File: config.mk
export PLATFORM = sky130hd
export DESIGN_NAME = uart_sleep_ctrl
export DESIGN_NICKNAME = d
export VERILOG_FILES = /design/src/rtl/uart_slp_pkg.sv /design/src/rtl/slp_sync2.sv /design/src/rtl/slp_chan_idle.sv /design/src/rtl/slp_fsm.sv /design/src/rtl/uart_sleep_ctrl.sv
export SDC_FILE = /design/constraint.sdc
export NUM_CORES = 1
export LEC_CHECK = 0
export ABC_AREA = 1
export BUFFER_PORTS_ARGS = -buffer_cell sky130_fd_sc_hd__buf_2
export CORE_MARGIN = 3
export CORE_UTILIZATION = 42
export DETAILED_ROUTE_END_ITERATION = 6
export GPL_TIMING_DRIVEN = 0
export HOLD_SLACK_MARGIN = 0.15
export PLACE_DENSITY = 0.75
export SKIP_CTS_REPAIR_TIMING = 1
export SLEW_MARGIN = 25
export SYNTH_ARGS = -nofsm -noshare
export SYNTH_HDL_FRONTEND = slang
export SYNTH_SLANG_ARGS = --single-unit
File: constraint.sdc
create_clock -name clk_i -period 1.4 [get_ports clk_i]
set_input_delay 0.28 -clock clk_i [delete_from_list [all_inputs] [get_ports clk_i]]
set_output_delay 0.28 -clock clk_i [all_outputs]
set_load 0.02 [all_outputs]
File: src/rtl/uart_slp_pkg.sv
package uart_slp_pkg;
   typedef enum logic {
      ST_AWAKE = 1'b0,
      ST_SLEEP = 1'b1
   } slp_state_e;
endpackage

File: src/rtl/slp_sync2.sv
module slp_sync2 #(
   parameter int          WIDTH   = 1,
   parameter logic [63:0] RST_VAL = '0
) (
   input  logic             clk_i,
   input  logic             rst_ni,
   input  logic [WIDTH-1:0] d_i,
   output logic [WIDTH-1:0] q_o
);
   if (WIDTH < 1 || WIDTH > 64) begin : g_bad_width
      $error("slp_sync2: WIDTH must be 1..64");
   end

   logic [WIDTH-1:0] meta_q;

   always_ff @(posedge clk_i or negedge rst_ni) begin
      if (!rst_ni) begin
         meta_q <= RST_VAL[WIDTH-1:0];
         q_o    <= RST_VAL[WIDTH-1:0];
      end else begin
         meta_q <= d_i;
         q_o    <= meta_q;
      end
   end
endmodule

File: src/rtl/slp_chan_idle.sv
module slp_chan_idle #(
   parameter int DIV_W = 16,
   parameter int MDM_W = 4
) (
   input  logic             clk_i,
   input  logic             rst_ni,
   input  logic             irq_pend_i,
   input  logic             tx_empty_i,
   input  logic             rx_empty_i,
   input  logic             ir_mode_i,
   input  logic [DIV_W-1:0] divisor_i,
   input  logic             rx_pin_i,
   input  logic [MDM_W-1:0] modem_i,
   input  logic             thr_wr_i,
   output logic             idle_o
);
   logic             rx_s, rx_q;
   logic [MDM_W-1:0] mdm_s, mdm_q;
   logic             pin_activity;
   logic             rx_at_rest;
   logic             status_quiet;

   slp_sync2 #(.WIDTH(1), .RST_VAL(64'd1)) u_rx_sync (
      .clk_i (clk_i),
      .rst_ni(rst_ni),
      .d_i   (rx_pin_i),
      .q_o   (rx_s)
   );

   slp_sync2 #(.WIDTH(MDM_W), .RST_VAL(64'd0)) u_mdm_sync (
      .clk_i (clk_i),
      .rst_ni(rst_ni),
      .d_i   (modem_i),
      .q_o   (mdm_s)
   );

   always_ff @(posedge clk_i or negedge rst_ni) begin
      if (!rst_ni) begin
         rx_q  <= 1'b1;
         mdm_q <= '0;
      end else begin
         rx_q  <= rx_s;
         mdm_q <= mdm_s;
      end
   end

   always_comb begin
      pin_activity = (rx_s ^ rx_q) | (|(mdm_s ^ mdm_q));
      rx_at_rest   = ir_mode_i ? ~rx_s : rx_s;
      status_quiet = ~irq_pend_i & tx_empty_i & rx_empty_i & ~thr_wr_i;
      idle_o       = status_quiet & rx_at_rest & (divisor_i != '0)
                   & (mdm_s == '0) & ~pin_activity;
   end

   // a channel with settled nonzero modem pins never reports idle
   a_r4_modem_blocks: assert property (@(posedge clk_i) disable iff (!rst_ni)
      (mdm_q != '0) && $stable(mdm_q) |-> !idle_o);
endmodule

File: src/rtl/slp_fsm.sv
module slp_fsm
   import uart_slp_pkg::*;
#(
   parameter int MIN_AWAKE = 8
) (
   input  logic clk_i,
   input  logic rst_ni,
   input  logic sleep_en_i,
   input  logic all_idle_i,
   output logic asleep_o,
   output logic wake_o
);
   localparam int CNT_W = $clog2(MIN_AWAKE + 1);
   localparam logic [CNT_W-1:0] CNT_MAX = CNT_W'(MIN_AWAKE);

   if (MIN_AWAKE < 1) begin : g_bad_min
      $error("slp_fsm: MIN_AWAKE must be at least 1");
   end

   slp_state_e       state_q;
   logic [CNT_W-1:0] cnt_q;
   logic             may_sleep;
   logic             hold_done;

   always_comb begin
      may_sleep = sleep_en_i & all_idle_i;
      hold_done = (cnt_q == CNT_MAX);
      wake_o    = (state_q == ST_SLEEP) & ~may_sleep;
      asleep_o  = (state_q == ST_SLEEP);
   end

   always_ff @(posedge clk_i or negedge rst_ni) begin
      if (!rst_ni) begin
         state_q <= ST_AWAKE;
         cnt_q   <= '0;
      end else begin
         case (state_q)
            ST_AWAKE: begin
               if (!hold_done) cnt_q <= cnt_q + CNT_W'(1);
               if (hold_done && may_sleep) state_q <= ST_SLEEP;
            end
            default: begin
               cnt_q <= '0;
               if (!may_sleep) state_q <= ST_AWAKE;
            end
         endcase
      end
   end

   // sleep is only entered once the awake window has run out
   a_r10_min_awake: assert property (@(posedge clk_i) disable iff (!rst_ni)
      (state_q == ST_SLEEP) && ($past(state_q) == ST_AWAKE) |-> $past(cnt_q) == CNT_MAX);

   // entering sleep requires the enable bit in the cycle before
   a_r2_entry_enabled: assert property (@(posedge clk_i) disable iff (!rst_ni)
      $rose(asleep_o) |-> $past(sleep_en_i));
endmodule

File: src/rtl/uart_sleep_ctrl.sv
module uart_sleep_ctrl #(
   parameter int NUM_CH    = 4,
   parameter int DIV_W     = 16,
   parameter int MDM_W     = 4,
   parameter int MIN_AWAKE = 8
) (
   input  logic                    clk_i,
   input  logic                    rst_ni,
   input  logic                    sleep_en_i,
   input  logic [NUM_CH-1:0]       irq_pend_i,
   input  logic [NUM_CH-1:0]       tx_empty_i,
   input  logic [NUM_CH-1:0]       rx_empty_i,
   input  logic [NUM_CH-1:0]       ir_mode_i,
   input  logic [NUM_CH*DIV_W-1:0] divisor_i,
   input  logic [NUM_CH-1:0]       rx_pin_i,
   input  logic [NUM_CH*MDM_W-1:0] modem_i,
   input  logic [NUM_CH-1:0]       thr_wr_i,
   input  logic [NUM_CH-1:0]       wake_ack_i,
   output logic                    clk_en_o,
   output logic                    asleep_o,
   output logic [NUM_CH-1:0]       wake_irq_o
);
   if (NUM_CH < 1 || NUM_CH > 32) begin : g_bad_ch
      $error("uart_sleep_ctrl: NUM_CH must be 1..32");
   end
   if (DIV_W < 1 || MDM_W < 1) begin : g_bad_w
      $error("uart_sleep_ctrl: field widths must be positive");
   end

   logic [NUM_CH-1:0] ch_idle;
   logic              all_idle;
   logic              wake;
   logic              asleep;

   for (genvar c = 0; c < NUM_CH; c++) begin : g_ch
      slp_chan_idle #(.DIV_W(DIV_W), .MDM_W(MDM_W)) u_idle (
         .clk_i     (clk_i),
         .rst_ni    (rst_ni),
         .irq_pend_i(irq_pend_i[c]),
         .tx_empty_i(tx_empty_i[c]),
         .rx_empty_i(rx_empty_i[c]),
         .ir_mode_i (ir_mode_i[c]),
         .divisor_i (divisor_i[c*DIV_W +: DIV_W]),
         .rx_pin_i  (rx_pin_i[c]),
         .modem_i   (modem_i[c*MDM_W +: MDM_W]),
         .thr_wr_i  (thr_wr_i[c]),
         .idle_o    (ch_idle[c])
      );

      always_ff @(posedge clk_i or negedge rst_ni) begin
         if (!rst_ni)           wake_irq_o[c] <= 1'b0;
         else if (wake)         wake_irq_o[c] <= 1'b1;
         else if (wake_ack_i[c]) wake_irq_o[c] <= 1'b0;
      end
   end

   assign all_idle = &ch_idle;

   slp_fsm #(.MIN_AWAKE(MIN_AWAKE)) u_fsm (
      .clk_i     (clk_i),
      .rst_ni    (rst_ni),
      .sleep_en_i(sleep_en_i),
      .all_idle_i(all_idle),
      .asleep_o  (asleep),
      .wake_o    (wake)
   );

   assign asleep_o = asleep;
   assign clk_en_o = ~asleep;

   // clearing the enable while asleep wakes at the next edge
   a_r7_disable_wakes: assert property (@(posedge clk_i) disable iff (!rst_ni)
      asleep_o && !sleep_en_i |=> !asleep_o);

   // a transmit holding register write while asleep wakes at the next edge
   a_r7_thr_wakes: assert property (@(posedge clk_i) disable iff (!rst_ni)
      asleep_o && (|thr_wr_i) |=> !asleep_o);

   // every channel's wake-up flag is set when the block leaves sleep
   a_r9_wake_flags: assert property (@(posedge clk_i) disable iff (!rst_ni)
      $fell(asleep_o) |-> (&wake_irq_o));

   // a busy channel FIFO keeps the block awake
   a_r5_fifo_blocks: assert property (@(posedge clk_i) disable iff (!rst_ni)
      !asleep_o && !(&tx_empty_i) |=> !asleep_o);
endmodule

==> out/metrics.csv <==
metric;value;unit
outcome;finished, violations left;
failing checks;setup timing;
Internal;3220;µW
# port buffers;116;
chip height;86.7;µm
hold wc startpoint;wake_ack_i[1];
Synth Cell Area;2730;µm²
Hold Vio Cnt, Final;0;
min cycle time layout;1460;ps
drt initial violations;75;
die width;86.7;µm
sequential power share;0.520;
Req. time, crit path;1630;ps
synth warn;0;
Reg-to-Reg Start;g_ch[1].u_idle.u_rx_sync.q_o;
Fill cells;499;
Slew headroom;0.769;
Post-DP HPWL;4.40;mm
worst-path fanout max;4;
clock skew;10.9;ps
number of CTS-inserted buffers;9;
vias in the first global route;2239;
Layout Utilization;0.633;
CTS tree;done;
GPL Wtd Cong;0.753;
FP Rows;28;
largest net degree at the start of global routing;42;
Max Fclk;686;MHz
total negative setup slack;-196;ps
power share of the clock group;0.389;
global route overflow;0;
FF+latch count, synth;69;
nets@finish;576;
most common cell after layout, fill and taps aside;buf_2;
Post-Syn Area per Cell;8.71;µm²
CP endpoint kind;flop;
Mapped Cells;314;
R2R Setup Slk;-60;ps
Worst-Skew Late Latency;340;ps
RSZ-0062 raised after global routing;yes;
power share of the combinational group;0.091;
Met2 Routed Length;2.99;mm
multi-input logic area;823;µm²
Max-Cap Viols;0;
DR vias;2369;
critical path class;reg -> reg;
layout cells sized above 1;0.335;
Worst Tran Pin Value;346;ps
first-pass GRT wire length;8.77;mm
Core ar.;6100;µm²
area grow syn2layout;41.1;%
post-DR wirelength/cell;10.8;µm
Placed Area;3430;µm²
final setup vio count;4;
clock-pin slew on the worst setup and hold paths;70;ps
Worst Path Arrival;1690;ps
register area share after synthesis;0.637;
Final Cycle Share;1.04;
hold depth;4;
syn_nets;427;
Ports;117;
WL met3;569;µm
drc violations;0;
Clock Tree Buf Depth;2;
final hold slack;159;ps
CTS root buffer;clkbuf_8;
M1 WL;2.19;mm
P_sw;909;µW
Yosys cell types;19;
uppermost layer routed;met4;
ANT nets after route;0;
setup ws final;-57.4;ps
Worst setup SP type;flop;
register area;1740;µm²
HP Class;in -> reg;
Antenna diodes;0;
Via density;4.36;
Pre-antenna DRT Iters;4;
antenna violations before repair;0;
Max IR drop VDD;808;µV
post-route cell area;3860;µm²
RR Endpoint;wake_irq_o[0];
power per cell area;1070;nW/µm²
Post-Route WL;5.88;mm
final slew viol count;0;
die area;7510;µm²
Initial Util;0.448;
Sw Ratio;0.220;
H-tree depth;3;
Leakage;0.00211;µW
FF-to-FF path depth;11;
gr usage total;0.152;
CTS Sinks;69;
Hold Path Sink;wake_irq_o[1];
commonest non-fill, non-tap cells in the layout;buf_2, nand2_1, nor2_1, dfrtp_1, inv_1;
## layer usage
metal / GRT usage / vias up
met1: 0.155 / 1036
met5: 0 / -
met2: 0.283 / 98
li1: - / 1221
met3: 0.0361 / 14
met4: 0.0807 / 0
## cell type report
type                    count  area share
clock inverters             4      0.0123
clock buffers              12      0.0402
well taps                  75      0.0243
inverters                  49      0.0477
flip-flops and latches     69       0.451
repair buffers            138       0.211
multi-input cells         196       0.213
## worst max-delay path, cell delays in order (launching register included)
cell     delay [ps]
dfstp_2         560
inv_2            30
nand2_1          40
nand2_1          60
nor2_2          100
nand2_1          60
nor2_1           80
nand2_1          70
nor2_2          120
nand2_2          90
nand2_4          90
nand2_1          60
## registers in the layout, indices dropped and copies added, names as in the netlist
register	flops
g_ch.u_idle.u_mdm_sync.meta_q	16
wake_irq_o	4
g_ch.u_idle.u_rx_sync.q_o	4
g_ch.u_idle.rx_q	4
u_fsm.cnt_q	4
g_ch.u_idle.mdm_q	16
g_ch.u_idle.u_mdm_sync.q_o	16
g_ch.u_idle.u_rx_sync.meta_q	4
u_fsm.asleep_o	1
## worst max path at each step
stage	cells past startpoint	end	start	slack (ps)
6_report	11	wake_irq_o[0]	g_ch[1].u_idle.u_rx_sync.q_o	-60
3_3_place_gp	1	g_ch[3].u_idle.mdm_q[0]	rst_ni	-190
5_1_grt	11	wake_irq_o[0]	g_ch[1].u_idle.u_rx_sync.q_o	-230
4_1_cts	11	wake_irq_o[2]	g_ch[1].u_idle.u_rx_sync.q_o	-120
3_5_place_dp	11	wake_irq_o[3]	g_ch[1].u_idle.u_rx_sync.q_o	-110
2_1_floorplan	11	wake_irq_o[0]	g_ch[1].u_idle.u_rx_sync.q_o	100
## stage by stage
stage	power [µW]	setup WS, ps	instances
2_1_floorplan	2290	103	314
3_3_place_gp	2500	-193	505
3_5_place_dp	2520	-111	506
4_1_cts	4130	-118	522
5_1_grt	4320	-234	543
6_report	4130	-57.4	543
## logic make-up after synthesis
family                     after synthesis  synth area share
AOI/OAI and AO/OA                        8            0.0156
buffers and inverters                   49            0.0673
xor gates and xnor gates                 3           0.00961
and+or+nand+nor                        183             0.261
adders and majority gates                2           0.00915
DFF                                     69             0.637
## cells in the mapped netlist, drive strengths merged
library cell | instances | share of area
dfrtp | 57 | 0.52
nor2 | 74 | 0.10
clkinv | 1 | 0.0014
a21oi | 2 | 0.0037
nand3 | 7 | 0.015
dfstp | 12 | 0.12
nand2 | 101 | 0.14
inv | 48 | 0.066
xor2 | 2 | 0.0064
nand3b | 1 | 0.0027
xnor2 | 1 | 0.0032
o22ai | 2 | 0.0046
ha | 2 | 0.0092
o21ai | 4 | 0.0073
## power groups by stage
stage	clock (µW)	sequential [µW]	combinational (µW)
after CTS	1650	2150	336
after detailed placement	0	2180	334
after floorplan	0	2170	119
after global routing	1730	2160	436
final	1610	2150	377
after global placement	0	2180	319
No activity file was read; power rests on OpenSTA's default activity.
